--- config.mk ---
export PLATFORM = sky130hd
export DESIGN_NAME = evt_timer
export DESIGN_NICKNAME = d
export VERILOG_FILES = /design/src/rtl/evt_timer_pkg.sv /design/src/rtl/evt_timer_sync.sv /design/src/rtl/evt_timer_presc.sv /design/src/rtl/evt_timer_core.sv /design/src/rtl/evt_timer.sv
export SDC_FILE = /design/constraint.sdc
export NUM_CORES = 1
export LEC_CHECK = 0
export BUFFER_PORTS_ARGS = -buffer_cell sky130_fd_sc_hd__buf_2
export CAP_MARGIN = 20
export CORE_MARGIN = 2
export CORE_UTILIZATION = 30
export DETAILED_ROUTE_END_ITERATION = 8
export GPL_TIMING_DRIVEN = 0
export HOLD_SLACK_MARGIN = 0.02
export REMOVE_ABC_BUFFERS = 1
export SYNTH_ARGS = -nofsm -noshare
export SYNTH_HDL_FRONTEND = slang
export SYNTH_HIERARCHICAL = 1
export SYNTH_SLANG_ARGS = --single-unit
--- constraint.sdc ---
create_clock -name clk -period 1.9 [get_ports clk]
set_input_delay 0.19 -clock clk [delete_from_list [all_inputs] [get_ports clk]]
set_output_delay 0.19 -clock clk [all_outputs]
set_load 0.005 [all_outputs]
--- src/rtl/evt_timer_pkg.sv ---
package evt_timer_pkg;

    localparam int CTRL_W = 8;
    localparam int RATE_W = 3;

    localparam logic ADDR_CTRL  = 1'b0;
    localparam logic ADDR_COUNT = 1'b1;

    typedef enum logic [1:0] {
        MODE_OFF     = 2'b00,
        MODE_EVENT   = 2'b01,
        MODE_TIMER   = 2'b10,
        MODE_CAPTURE = 2'b11
    } tmr_mode_e;

    // Packed MSB first: mode[7:6] src_slow[5] run[4] edge_hi[3] rate[2:0]
    typedef struct packed {
        tmr_mode_e         mode;
        logic              src_slow;
        logic              run;
        logic              edge_hi;
        logic [RATE_W-1:0] rate;
    } ctrl_reg_t;

endpackage

--- src/rtl/evt_timer_sync.sv ---
module evt_timer_sync #(
    parameter int STAGES = 2
) (
    input  logic clk,
    input  logic rst_n,
    input  logic pin_async,
    output logic level,
    output logic rise,
    output logic fall
);

    typedef struct packed {
        logic [STAGES-1:0] chain;
        logic              prev;
    } sync_state_t;

    sync_state_t s_d, s_q;

    always_comb begin
        s_d       = s_q;
        s_d.chain = {s_q.chain[STAGES-2:0], pin_async};
        s_d.prev  = s_q.chain[STAGES-1];
    end

    always_ff @(posedge clk or negedge rst_n) begin
        if (!rst_n) s_q <= '0;
        else        s_q <= s_d;
    end

    assign level = s_q.chain[STAGES-1];
    assign rise  = level & ~s_q.prev;
    assign fall  = ~level & s_q.prev;

endmodule

--- src/rtl/evt_timer_presc.sv ---
module evt_timer_presc #(
    parameter int RATE_W   = 3,
    parameter bit SYS_DIV4 = 1'b0
) (
    input  logic              clk,
    input  logic              rst_n,
    input  logic              restart,
    input  logic              src_slow,
    input  logic              slow_tick,
    input  logic [RATE_W-1:0] rate,
    output logic              strobe
);

    localparam int PRE_W = (1 << RATE_W) - 1;

    logic             sys_tick;
    logic             base_tick;
    logic [PRE_W-1:0] mask;
    logic [PRE_W-1:0] pre_d, pre_q;

    generate
        if (SYS_DIV4) begin : g_div4
            logic [1:0] div_d, div_q;
            always_comb begin
                div_d = restart ? 2'd0 : div_q + 2'd1;
            end
            always_ff @(posedge clk or negedge rst_n) begin
                if (!rst_n) div_q <= '0;
                else        div_q <= div_d;
            end
            assign sys_tick = (div_q == 2'd3);
        end else begin : g_div1
            assign sys_tick = 1'b1;
        end
    endgenerate

    always_comb begin
        base_tick = src_slow ? slow_tick : sys_tick;
        mask      = ~({PRE_W{1'b1}} << rate);
        strobe    = base_tick && ((pre_q & mask) == mask);
        if (restart)        pre_d = '0;
        else if (base_tick) pre_d = pre_q + PRE_W'(1);
        else                pre_d = pre_q;
    end

    always_ff @(posedge clk or negedge rst_n) begin
        if (!rst_n) pre_q <= '0;
        else        pre_q <= pre_d;
    end

endmodule

--- src/rtl/evt_timer_core.sv ---
module evt_timer_core
    import evt_timer_pkg::*;
#(
    parameter int CNT_W = 8
) (
    input  logic             clk,
    input  logic             rst_n,
    input  logic             wr_en,
    input  logic             wr_addr,
    input  logic [CNT_W-1:0] wr_data,
    input  logic             strobe,
    input  logic             pin_rise,
    input  logic             pin_fall,
    input  logic             sleep,
    output ctrl_reg_t        ctrl,
    output logic [CNT_W-1:0] count,
    output logic             irq,
    output logic             wake
);

    typedef struct packed {
        ctrl_reg_t        ctrl;
        logic [CNT_W-1:0] count;
        logic [CNT_W-1:0] preload;
        logic             meas;
        logic             irq;
        logic             wake;
    } core_state_t;

    core_state_t s_d, s_q;
    ctrl_reg_t   wr_ctrl;
    logic        start_edge;
    logic        stop_edge;
    logic        step;

    always_comb begin
        s_d      = s_q;
        s_d.irq  = 1'b0;
        s_d.wake = 1'b0;
        wr_ctrl  = ctrl_reg_t'(wr_data[CTRL_W-1:0]);

        start_edge = s_q.ctrl.edge_hi ? pin_rise : pin_fall;
        stop_edge  = s_q.ctrl.edge_hi ? pin_fall : pin_rise;

        unique case (s_q.ctrl.mode)
            MODE_EVENT:   step = s_q.ctrl.run && start_edge;
            MODE_TIMER:   step = s_q.ctrl.run && strobe && !sleep;
            MODE_CAPTURE: step = s_q.meas && strobe && !sleep;
            default:      step = 1'b0;
        endcase

        if (step) begin
            if (s_q.count == {CNT_W{1'b1}}) begin
                s_d.count = s_q.preload;
                s_d.irq   = 1'b1;
                s_d.wake  = sleep;
            end else begin
                s_d.count = s_q.count + CNT_W'(1);
            end
        end

        if (s_q.ctrl.mode == MODE_CAPTURE && s_q.ctrl.run) begin
            if (!s_q.meas && start_edge) begin
                s_d.meas = 1'b1;
            end else if (s_q.meas && stop_edge) begin
                s_d.meas     = 1'b0;
                s_d.ctrl.run = 1'b0;
            end
        end

        if (wr_en) begin
            if (wr_addr == ADDR_CTRL) begin
                s_d.ctrl = wr_ctrl;
                if (!(wr_ctrl.run && wr_ctrl.mode == MODE_CAPTURE)) begin
                    s_d.meas = 1'b0;
                end
                if (wr_ctrl.run && !s_q.ctrl.run && wr_ctrl.mode == MODE_CAPTURE) begin
                    s_d.count = '0;
                end
            end else begin
                s_d.preload = wr_data;
                if (!s_q.ctrl.run) s_d.count = wr_data;
            end
        end
    end

    always_ff @(posedge clk or negedge rst_n) begin
        if (!rst_n) s_q <= '0;
        else        s_q <= s_d;
    end

    assign ctrl  = s_q.ctrl;
    assign count = s_q.count;
    assign irq   = s_q.irq;
    assign wake  = s_q.wake;

endmodule

--- src/rtl/evt_timer.sv ---
module evt_timer
    import evt_timer_pkg::*;
#(
    parameter int CNT_W       = 8,
    parameter int SYNC_STAGES = 2,
    parameter bit SYS_DIV4    = 1'b0
) (
    input  logic             clk,
    input  logic             rst_n,
    input  logic             reg_we,
    input  logic             reg_addr,
    input  logic [CNT_W-1:0] reg_wdata,
    output logic [CNT_W-1:0] reg_rdata,
    input  logic             tmr_pin,
    input  logic             slow_tick,
    input  logic             sleep_i,
    output logic             irq_o,
    output logic             wake_o
);

    ctrl_reg_t        ctrl_q;
    logic [CNT_W-1:0] count_q;
    logic             pin_level;
    logic             pin_rise;
    logic             pin_fall;
    logic             psc_strobe;
    logic             ctrl_write;

    assign ctrl_write = reg_we && (reg_addr == ADDR_CTRL);

    evt_timer_sync #(.STAGES(SYNC_STAGES)) u_sync (
        .clk       (clk),
        .rst_n     (rst_n),
        .pin_async (tmr_pin),
        .level     (pin_level),
        .rise      (pin_rise),
        .fall      (pin_fall)
    );

    evt_timer_presc #(.RATE_W(RATE_W), .SYS_DIV4(SYS_DIV4)) u_presc (
        .clk       (clk),
        .rst_n     (rst_n),
        .restart   (ctrl_write),
        .src_slow  (ctrl_q.src_slow),
        .slow_tick (slow_tick),
        .rate      (ctrl_q.rate),
        .strobe    (psc_strobe)
    );

    evt_timer_core #(.CNT_W(CNT_W)) u_core (
        .clk      (clk),
        .rst_n    (rst_n),
        .wr_en    (reg_we),
        .wr_addr  (reg_addr),
        .wr_data  (reg_wdata),
        .strobe   (psc_strobe),
        .pin_rise (pin_rise),
        .pin_fall (pin_fall),
        .sleep    (sleep_i),
        .ctrl     (ctrl_q),
        .count    (count_q),
        .irq      (irq_o),
        .wake     (wake_o)
    );

    assign reg_rdata = (reg_addr == ADDR_CTRL) ? CNT_W'(ctrl_q) : count_q;

endmodule

## Word-level counts from Yosys, hierarchy flattened

Index checks and enable logic that the tools add are counted.

| word-level totals | value |
|---|---|
| RAM bits | 0 |
| output and inout bits | 10 |
| word-level logic and storage cells | 73 |
| flip-flop bits (word level) | 37 |
| input bits | 15 |
| memories | 0 |
| latch bits | 0 |
| bits in read-only memories | 0 |

| cells by class | value |
|---|---|
| reduce and logical (&&, ||, !) cells | 19 |
| $mul | 0 |
| divide/modulo/power cells | 0 |
| order comparisons | 0 |
| bitwise operators | 7 |
| equality and inequality tests | 6 |
| muxes and demuxes | 25 |
| shifts and indexed selects | 1 |
| add/sub/neg operators | 2 |

Operator list:

| operator | count |
|---|---|
| 8-bit 2-to-1 mux | 7 |
| 22-bit 2-to-1 mux | 1 |
| 7-bit 2-to-1 mux | 2 |
| 1-bit logical AND | 13 |
| 1-bit 2-to-1 mux | 11 |
| 8-bit by 1-bit adder with 8-bit output, second input constant | 1 |
| 8-bit equality test, second input constant | 1 |
| 7-bit by 1-bit adder with 7-bit output, second input constant | 1 |
| 7-bit AND | 1 |
| 7-bit equality test | 1 |
| 7-bit NOT | 1 |
| 7-bit by 3-bit left shift with 7-bit output, first input constant | 1 |
| 2-bit equality test, second input constant | 3 |
| 5-bit 2-to-1 mux | 1 |
| 2-bit 2-to-1 mux | 2 |
| 2-bit AND reduction | 2 |
| 1-bit zero test | 3 |
| 1-bit NOT | 3 |
| 1-bit case mux with 3 select lines | 1 |
| 1-bit AND | 2 |
| 2-bit by 1-bit equality test with 1-bit output, second input constant | 1 |
| 2-bit nonzero test | 1 |

## Depth between registers and ports, before layout

| logic depth | value |
|---|---|
| word-level depth | 12 |
| mapped depth | 11 |
| mapped depth without buffers | 9 |

## Hierarchy

Netlist, hierarchy kept.

Modules (own cells, without submodules):

| module | instances | sequential area each (µm²) | area an instance (µm²) | cells an instance |
|---|---|---|---|---|
| evt_timer_core | 1 | 675.6 | 1470.2 | 139 |
| evt_timer_presc | 1 | 175.2 | 382.9 | 42 |
| evt_timer | 1 | 0.0 | 140.1 | 10 |
| evt_timer_sync | 1 | 75.1 | 90.1 | 5 |

## Worst setup path before layout

No wires, ideal clock.

| path | value |
|---|---|
| path kind | register -> register |
| start | reg u_core.s_q, in the netlist u_core/ctrl[2] |
| end | reg u_core.s_q, in the netlist u_core/count[2] |
| arrival | 1.963 ns |
| data required time | 1.778 ns |
| period minus slack after synthesis | 2.084 ns |
| path slack | -0.184 ns |
| path buffers | 2 |
| stages on the path, launching flop included | 12 |
| cells stage by stage | dfrtp_1 > buf_4 > inv_1 > o21ai_1 > a21o_1 > a211oi_1 > nand2_1 > or3_4 > nand2_2 > buf_6 > nand4_1 > a32o_1 |

RTL lines:

| what | RTL line | source |
|---|---|---|
| start, declared | evt_timer_core.sv:30 | `core_state_t s_d, s_q;` |
| start signal, assigned | evt_timer_core.sv:88 | `if (!rst_n) s_q <= '0;` |
| start signal, assigned | evt_timer_core.sv:89 | `else s_q <= s_d;` |

==> run summary <==
run status: complete, but fails checks
violated checks: negative setup slack
max_slew headroom: 45.47%
Hold/Removal Path Class: input pin to flip-flop
RSZ-0062 raised after global routing: yes
reg2reg start: u_core/ctrl[2]
Starting Density: 30.83%
worst slew pin tran: 0.8180 ns
initial antenna violation count: 0
Final Hold Fails: 0
clock latency on the worst-skew pair: 0.29 ns
DRT Pass-1 Iters: 4
Placed Cells incl. Taps: 277
cell-internal power: 1.482 mW
Max Clock Freq: 451.8 MHz
gr usage total: 12.20%
hold depth: 2
RR Endpoint: u_core/count[5]
#FFs+latches synth: 37
Hold Path Origin: sleep_i
Max Root-Sink Buffers: 2
drt drc: 0
Syn Area/Cell: 10.63 um^2
largest net degree at the start of global routing: 38
Max rail drop VDD: 0.3081 mV
Post-Layout Cell Count: 293
Num CTS Buffers: 5
DR vias: 1,482
Finish-stage setup viols: 9
clk sink count: 37
worst r2r path cells: 9
wire per inst: 15.03 um
top cell type's share of synthesized area: 44.44%
# port buffers: 24
PD cells: 902.7 mW/mm^2
Clock Power Share: 26.0%
via/cell ratio: 5.058
top cells by area, synth: dfrtp_1, mux2_2, buf_4
Worst EP required: 2.04 ns
Largest stage delay, worst path: 0.41 ns
gr ovfl total: 0
LEAKAGE: 1.073 nW
core area: 0.006756 mm^2
Switching Share: 30.59%
Placed Area: 0.002140 mm^2
antenna-violating nets left: 0
Final Skew: 0.007684 ns
share of power burned in combinational logic: 23.5%
Cell Area, Synth: 0.002083 mm^2
Min Hold Slack: 0.1363 ns
I/O Pins: 25
crit path launch type: flip-flop
worst-path maximum fanout: 4
H-tree depth: 2
CTS root buffer: clkbuf_8
commonest non-fill, non-tap cell in the layout: dfrtp_1
Synthesis Warnings: 6
Worst Hold Endpoint: u_core/wake
Crit-path slowest cell: dfrtp_1
Synth cell types: 43
clock-pin slew on the worst setup and hold paths: 0.07 ns
vias in the first global route: 1,371
R2R Setup Slk: -0.31 ns
crit path kind: flip-flop to flip-flop
Psw: 0.6529 mW
top cell type by total area after synthesis: dfrtp_1
total power: 2.135 mW
die width: 87.33 um
fin crit period: 2.213 ns
first-pass GRT wire length: 7051 um
critical path arrival: 2.35 ns
crit path cell chain: inv_2 -> o21ai_0 -> a21o_1 -> a211oi_2 -> nand2_1 -> or3_4 -> a221oi_2 -> mux2i_1 -> o21ai_1
n_diodes: 0
register share of total power: 50.5%
Detail Placement HPWL: 3019 um
Cell Rows: 30
Max Slew Vio Count: 0
Synth Instances: 196
Finished Cell Area: 0.002365 mm^2
die area: 0.007627 mm^2
final period utilization: 116.5%
final WL: 4405 um
CTS tree: done
synthesis-to-layout area growth: 13.51%
most frequent cells in the layout: dfrtp_1, nand2_1, buf_2, mux2_2, nor2_1
post-synthesis sequential area ratio: 44.44%
max cap viols: 0
GPL Wtd Cong: 0.8437
share of layout cells above drive strength 1: 35.68%
Final Net Count: 230
crit path capture type: flip-flop
drt initial violations: 102
die height: 87.33 um
final setup margin: -0.3133 ns
state kept, by name, indices dropped and copies added, names as in the netlist:
| register | count |
|---|---|
| u_core/ctrl | 8 |
| u_presc/pre_q | 7 |
| u_core/s_q | 9 |
| u_core/count | 8 |
| u_core/irq | 1 |
| u_sync/s_q | 1 |
| u_core/wake | 1 |
| u_sync/level | 1 |
| u_sync/s_d | 1 |
through the flow:
stage               TNS (ns)  utilization, %  worst slack, ns
finish                -1.512           35.00          -0.3133
global route          -2.611           35.00          -0.4888
CTS                   -1.280           33.54          -0.3039
detailed placement    -3.398           31.67          -0.4862
global placement      -3.498           31.67          -0.4924
floorplan            -0.1471               -         -0.08612
cells by family (layout without fill, tap and decap cells):
group	count (synthesis)	after routing	share of synthesized area, %
fa+ha+maj	2	2	1.201
simple gates	63	64	15.38
flops	37	37	44.44
buf+inv	25	41	8.228
xor+xnor	6	6	2.523
compound gates	34	34	11.47
mux	29	29	16.76
cell usage after synthesis (all sizes together):
cell type  instances
a211oi             2
a21o               3
a21oi              4
a221oi             1
a22o               1
a31o               1
a31oi              4
a32o               2
a41o               3
a41oi              1
and2               2
and2b              2
and3               4
and4               2
buf               19
clkbuf             4
dfrtp             37
ha                 2
inv                2
mux2              23
mux2i              6
nand2             27
nand2b             2
nand3              5
nand4              4
nand4b             1
nor2               9
nor2b              1
nor3               1
nor3b              1
o21ai             10
o22ai              1
o311ai             1
or3                1
or3b               1
xnor2              1
xor2               5
power groups by stage:
stage                     clock network, mW  logic (mW)  registers, mW
after floorplan                           0       0.336           1.04
after global placement                    0       0.458           1.09
after detailed placement                  0       0.465           1.09
after CTS                             0.580       0.479           1.07
after global routing                  0.609       0.567           1.10
final                                 0.554       0.502           1.08
worst max-delay path, delay by kind of cell (launching register included):
kind,cells,cell delay [ns]
AOI/OAI and AO/OA,5,0.88
and+or+nand+nor,2,0.46
DFF,1,0.41
muxes,1,0.22
buffers and inverters,1,0.08
per-layer routing:
metal	GRT usage, %	vias up	wire (um)
met5	0	-	0
li1	-	728	-
met1	16.95	715	2124
met4	3.636	0	48
met3	4.076	6	218
met2	17.98	33	2014
how the worst max path moves through the flow:
stage | from | cells after the start | end
CTS | u_core/ctrl[2] | 9 | u_core/count[5]
floorplan | u_core/ctrl[2] | 9 | u_core/count[5]
detailed placement | u_core/ctrl[5] | 8 | u_core/count[5]
global placement | u_core/ctrl[5] | 8 | u_core/count[5]
global route | u_core/ctrl[2] | 9 | u_core/count[5]
finish | u_core/ctrl[2] | 9 | u_core/count[5]
area by class of cell:
cell class / count / area [um^2]
fill: 697 / 4392
multi-input combinational: 135 / 1047
sequential: 37 / 927.1
timing repair buffer: 32 / 196.4
tap: 80 / 100.1
clock buffer: 7 / 86.33
inverter: 2 / 7.507
timing repair:
item	in CTS	in global routing
setup endpoints to repair	10	9
buffers inserted	1	5
gates cloned	0	1
resized for setup	4	15
endpoints found under the hold margin	5	0
pin swaps	2	7
hold buffers	2	0
(Power assumes the default switching activity.)
